[src/rtl/cix_pkg.sv]
package cix_pkg;
   typedef enum logic [1:0] {
      ST_IDLE = 2'd0,
      ST_MUL  = 2'd1,
      ST_RESP = 2'd2
   } cix_state_e;

   localparam int unsigned FN_ADD = 0;
   localparam int unsigned FN_XOR = 1;
   localparam int unsigned FN_MUL = 2;
   localparam int unsigned FN_ACC = 3;
endpackage

[src/rtl/cix_alu.sv]
module cix_alu
   import cix_pkg::*;
#(
   parameter int unsigned DATA_W = 32,
   parameter int unsigned FUNC_W = 10
) (
   input  logic [FUNC_W-1:0] func,
   input  logic [DATA_W-1:0] src_a,
   input  logic [DATA_W-1:0] src_b,
   input  logic [DATA_W-1:0] acc_q,
   output logic [DATA_W-1:0] result,
   output logic              bad_func,
   output logic              use_mul,
   output logic              acc_wr
);
   always_comb begin
      result   = '0;
      bad_func = 1'b0;
      use_mul  = 1'b0;
      acc_wr   = 1'b0;
      case (func)
         FUNC_W'(FN_ADD): result = src_a + src_b;
         FUNC_W'(FN_XOR): result = src_a ^ src_b;
         FUNC_W'(FN_MUL): use_mul = 1'b1;
         FUNC_W'(FN_ACC): begin
            result = acc_q + src_a;
            acc_wr = 1'b1;
         end
         default: bad_func = 1'b1;
      endcase
   end
endmodule

[src/rtl/cix_mul_pipe.sv]
module cix_mul_pipe #(
   parameter int unsigned DATA_W = 32,
   parameter int unsigned LAT    = 3
) (
   input  logic              clk,
   input  logic              rst_n,
   input  logic              start,
   input  logic [DATA_W-1:0] src_a,
   input  logic [DATA_W-1:0] src_b,
   output logic              done,
   output logic [DATA_W-1:0] prod
);
   localparam int unsigned PROD_W = 2 * DATA_W;

   logic [LAT-1:0]             vld_q;
   logic [LAT-1:0][DATA_W-1:0] stg_q;
   logic [PROD_W-1:0]          full_prod;

   assign full_prod = PROD_W'(src_a) * PROD_W'(src_b);

   always_ff @(posedge clk or negedge rst_n) begin
      if (!rst_n) begin
         vld_q <= '0;
         stg_q <= '0;
      end else begin
         vld_q[0] <= start;
         if (start) stg_q[0] <= full_prod[DATA_W-1:0];
         for (int i = 1; i < int'(LAT); i++) begin
            vld_q[i] <= vld_q[i-1];
            stg_q[i] <= stg_q[i-1];
         end
      end
   end

   assign done = vld_q[LAT-1];
   assign prod = stg_q[LAT-1];
endmodule

[src/rtl/cix_ctrl.sv]
module cix_ctrl
   import cix_pkg::*;
(
   input  logic clk,
   input  logic rst_n,
   input  logic cmd_valid,
   input  logic rsp_ready,
   input  logic use_mul,
   input  logic mul_done,
   output logic cmd_ready,
   output logic rsp_valid,
   output logic accept,
   output logic load_fast,
   output logic load_mul
);
   cix_state_e state_q, state_d;

   assign cmd_ready = (state_q == ST_IDLE);
   assign rsp_valid = (state_q == ST_RESP);
   assign accept    = cmd_valid & cmd_ready;
   assign load_fast = accept & ~use_mul;
   assign load_mul  = (state_q == ST_MUL) & mul_done;

   always_comb begin
      state_d = state_q;
      case (state_q)
         ST_IDLE: if (accept)    state_d = use_mul ? ST_MUL : ST_RESP;
         ST_MUL:  if (mul_done)  state_d = ST_RESP;
         ST_RESP: if (rsp_ready) state_d = ST_IDLE;
         default:                state_d = ST_IDLE;
      endcase
   end

   always_ff @(posedge clk or negedge rst_n) begin
      if (!rst_n) state_q <= ST_IDLE;
      else        state_q <= state_d;
   end
endmodule

[src/rtl/cix_unit.sv]
module cix_unit #(
   parameter int unsigned DATA_W  = 32,
   parameter int unsigned FUNC_W  = 10,
   parameter int unsigned MUL_LAT = 3
) (
   input  logic              clk,
   input  logic              rst_n,
   input  logic              cmd_valid,
   output logic              cmd_ready,
   input  logic [FUNC_W-1:0] cmd_func,
   input  logic [DATA_W-1:0] cmd_src_a,
   input  logic [DATA_W-1:0] cmd_src_b,
   output logic              rsp_valid,
   input  logic              rsp_ready,
   output logic [DATA_W-1:0] rsp_data,
   output logic              rsp_err
);
   if (DATA_W < 1) begin : g_bad_data_w
      $error("cix_unit: DATA_W must be at least 1");
   end
   if (FUNC_W < 2) begin : g_bad_func_w
      $error("cix_unit: FUNC_W must be at least 2");
   end
   if (MUL_LAT < 1) begin : g_bad_lat
      $error("cix_unit: MUL_LAT must be at least 1");
   end

   logic [DATA_W-1:0] alu_res, mul_prod, acc_q, res_q;
   logic              alu_bad, use_mul, acc_wr, mul_done, err_q;
   logic              accept, load_fast, load_mul;

   cix_alu #(.DATA_W(DATA_W), .FUNC_W(FUNC_W)) u_alu (
      .func     (cmd_func),
      .src_a    (cmd_src_a),
      .src_b    (cmd_src_b),
      .acc_q    (acc_q),
      .result   (alu_res),
      .bad_func (alu_bad),
      .use_mul  (use_mul),
      .acc_wr   (acc_wr)
   );

   cix_mul_pipe #(.DATA_W(DATA_W), .LAT(MUL_LAT)) u_mul (
      .clk   (clk),
      .rst_n (rst_n),
      .start (accept & use_mul),
      .src_a (cmd_src_a),
      .src_b (cmd_src_b),
      .done  (mul_done),
      .prod  (mul_prod)
   );

   cix_ctrl u_ctrl (
      .clk       (clk),
      .rst_n     (rst_n),
      .cmd_valid (cmd_valid),
      .rsp_ready (rsp_ready),
      .use_mul   (use_mul),
      .mul_done  (mul_done),
      .cmd_ready (cmd_ready),
      .rsp_valid (rsp_valid),
      .accept    (accept),
      .load_fast (load_fast),
      .load_mul  (load_mul)
   );

   always_ff @(posedge clk or negedge rst_n) begin
      if (!rst_n) begin
         res_q <= '0;
         err_q <= 1'b0;
         acc_q <= '0;
      end else begin
         if (load_fast) begin
            res_q <= alu_res;
            err_q <= alu_bad;
         end else if (load_mul) begin
            res_q <= mul_prod;
            err_q <= 1'b0;
         end
         if (accept && acc_wr) acc_q <= alu_res;
      end
   end

   assign rsp_data = res_q;
   assign rsp_err  = err_q;
endmodule

[config.mk]
export PLATFORM = sky130hd
export DESIGN_NAME = cix_unit
export DESIGN_NICKNAME = d
export VERILOG_FILES = /design/src/rtl/cix_pkg.sv /design/src/rtl/cix_alu.sv /design/src/rtl/cix_mul_pipe.sv /design/src/rtl/cix_ctrl.sv /design/src/rtl/cix_unit.sv
export SDC_FILE = /design/constraint.sdc
export NUM_CORES = 2
export LEC_CHECK = 0
export ABC_AREA = 1
export BUFFER_PORTS_ARGS = -buffer_cell sky130_fd_sc_hd__buf_2
export CAP_MARGIN = 5
export CORE_MARGIN = 8
export CORE_UTILIZATION = 50
export CTS_CLUSTER_DIAMETER = 30
export DETAILED_ROUTE_END_ITERATION = 10
export PLACE_DENSITY = 0.7
export SLEW_MARGIN = 20
export SYNTH_ARGS = -nofsm -noshare
export SYNTH_HDL_FRONTEND = slang
export SYNTH_SLANG_ARGS = --single-unit
export TNS_END_PERCENT = 20
[constraint.sdc]
create_clock -name clk -period 4.1 [get_ports clk]
set_clock_uncertainty 0.15 [all_clocks]
set_input_delay 1.23 -clock clk [delete_from_list [all_inputs] [get_ports clk]]
set_output_delay 1.23 -clock clk [all_outputs]
set_load 0.01 [all_outputs]
==> impl_metrics.yaml <==
status:
  status: "finished with violations"
  violations: "negative setup slack"
worst_hold_path:
  hold_path_class: "flop to flop"
  min_from: "u_mul.stg_q[63]"
  min_to: "u_mul.prod[31]"
  worstHoldPathCells: 0
global_route:
  grt_pass1_wl_um: 136000
  grt_util_all_layers_pct: 29.4
  grt_max_degree: 85
  antenna_found_initial: 2
  grt_pass1_vias: 24349
  overflow: 0
timing:
  fin_crit_sh_pct: 172
  rsz0062_at_grt: "yes"
  final_hold_viol_count: 0
  fmax_ghz: 0.142
  fin_crit_ns: 7.03
  finalSetupViolCount: 28
  slew_violations: 0
  worst_slack_ns: -2.93
  relSlewSlack_pct: 42.3
  worst_pin_slew_ns: 0.865
  setup_tns_ns: -66.32
routing:
  detail_route.wl_per_cell_um: 19.1
  vias_per_cell: 5.18
  wl_um: 87800
  num_vias: 23745
  ant_nets: 0
  drtIter0Drc: 2296
  drc_errors: 0
  dr.pass1.iters: 6
die:
  start_util_pct: 50.4
  chipHeight_um: 243
  dieArea_sq_mm: 0.0591
  io_pins: 113
  num_rows: 83
  coreArea_sq_mm: 0.0512
  die_x_um: 243
yosys:
  synth_common_cells: "nand2_1 (957), inv_1 (867), fa_1 (409)"
  avgSynthCellArea_sq_um: 7.55
  syn_nets: 4074
  synth_edf_count: 0
  async_flop_share_pct: 100
  syn-cell-area_sq_mm: 0.0258
  netlist-cell-type-count: 56
  synth_top_area_cell: "fa_1"
  synth.top_cell.area_share_pct: 31.7
  synth.area.top_cells: "fa_1 (32%), dfrtp_1 (16%), nand2_1 (14%)"
  synth-seq-area-share_pct: 16.1
  synthFlopType: "dfrtp_1"
  synthCells: 3417
  yosys.cell_count.top_type: "nand2_1"
  ys_warn_count: 0
  synth-seq-cells: 166
cells_and_area:
  fillCellCount: 4278
  drive_gt1_share_pct: 23.3
  finalNetCount: 4548
  syn_to_final_growth_pct: 27.1
  register_area_sq_mm: 0.00415
  multi_input_area_sq_mm: 0.0188
place:
  place.gp.congestion: 1.03
  hpwl_um: 71000
  numPortBuffers: 112
  place_ws_ns: -3.64
setup_path:
  crit_path_max_incr_delay_ns: 0.55
  required_ns: 4.34
  endpoint_kind: "flop"
  crit_buf_inv: 9
  ff2ff_setup_slack_ns: 1.22
  reg2reg_depth: 8
  arrival_ns: 7.27
  cp_common_cell: "fa_1"
  crit_family: "adder cells"
  start_kind: "primary input"
  slowest_stage: "fa_1"
  path_max_fanout: 8
  worst-path-stages: 28
  critPathKind: "primary input to flop"
  reg2reg_from: "u_ctrl.state_q[0]"
  r2r_end: "rsp_data[21]"
clock_tree:
  cts_sinks: 166
  cts_made_buffers: 17
  clock_path_buffers: 2
  clockRootBuffer: "clkbuf_16"
  clkTransAtPathRegs_ns: 0.08
  cts_tree: "built"
  cts_max_level: 4
  clock_latency_ns: 0.45
job:
  drv_cap: 0
## state kept, by name, indices dropped and copies added (netlist names)
signal	cells
u_mul.stg_q	64
acc_q	32
rsp_data	32
u_mul.prod	32
u_mul.vld_q	3
u_ctrl.state_q	2
rsp_err	1
## routing by layer
metal / track usage, % / wire length, um / up-vias
li1: - / - / 10951
met1: 38.9 / 35200 / 11464
met2: 47.8 / 40700 / 1085
met3: 4.24 / 7280 / 245
met4: 12.4 / 4540 / 0
met5: 0 / 0 / -
## placed cells by master, fill, tap and decap left out, drive strengths merged, types with 6 or more instances in the layout
| cell | instances |
|---|---|
| o21a | 10 |
| inv | 883 |
| fa | 409 |
| nand2 | 969 |
| a31oi | 10 |
| a32o | 6 |
| nand4 | 23 |
| xnor2 | 8 |
| mux2 | 11 |
| o21bai | 9 |
| ha | 170 |
| buf | 599 |
| nand3b | 15 |
| dfrtp | 166 |
| nand3 | 141 |
| nor3 | 18 |
| clkinv | 6 |
| o21ai | 108 |
| nor2 | 168 |
| or2 | 27 |
| xor2 | 21 |
| a21oi | 82 |
| clkbuf | 18 |
## stage by stage
stage	cell area, sq um	cells	hold slack, ns	util [%]
final	32800	4586	0.198	64.1
after floorplan	26000	3417	0.181	-
after detailed placement	30400	4520	0.185	59.4
after global placement	30400	4520	0.182	59.4
after global routing	32800	4586	0.201	64.1
after CTS	32200	4573	0.197	62.9
## worst max-delay path by stage
| stage | startpoint | end |
|---|---|---|
| final | cmd_src_b[5] | u_mul.stg_q[26] |
| after global routing | cmd_src_b[5] | u_mul.stg_q[26] |
| after floorplan | cmd_src_b[17] | u_mul.stg_q[31] |
| after detailed placement | cmd_src_a[8] | u_mul.stg_q[29] |
| after global placement | cmd_src_a[6] | u_mul.stg_q[19] |
| after CTS | cmd_src_a[15] | u_mul.stg_q[29] |
## timing repair
action	in CTS	in global routing
pin swaps	108	85
setup buffers	19	10
hold buffers	0	0
setup endpoints to repair	32	69
gates resized for setup	241	134
cloned	2	1
## cell type report
cell class,instances,share of cell area [%]
Antenna cell,2,0.0153
Clock buffer,17,1.30
Clock inverter,15,0.614
Inverter,876,10.0
Multi-Input combinational cell,2229,57.3
Sequential cell,166,12.7
Tap cell,680,2.59
Timing Repair Buffer,601,15.5
## logic make-up after synthesis
group	synth area share, %
flip-flops	16.1
AND/OR/NAND/NOR	21.7
buffers and inverters	15.2
XOR/XNOR	0.984
multiplexers	0.480
adder cells (fa/ha/maj)	40.0
AO/OA/AOI/OAI	5.61
Power is not shown: default switching activity piles up to over one toggle a cycle in this logic, so the estimate is an artifact.
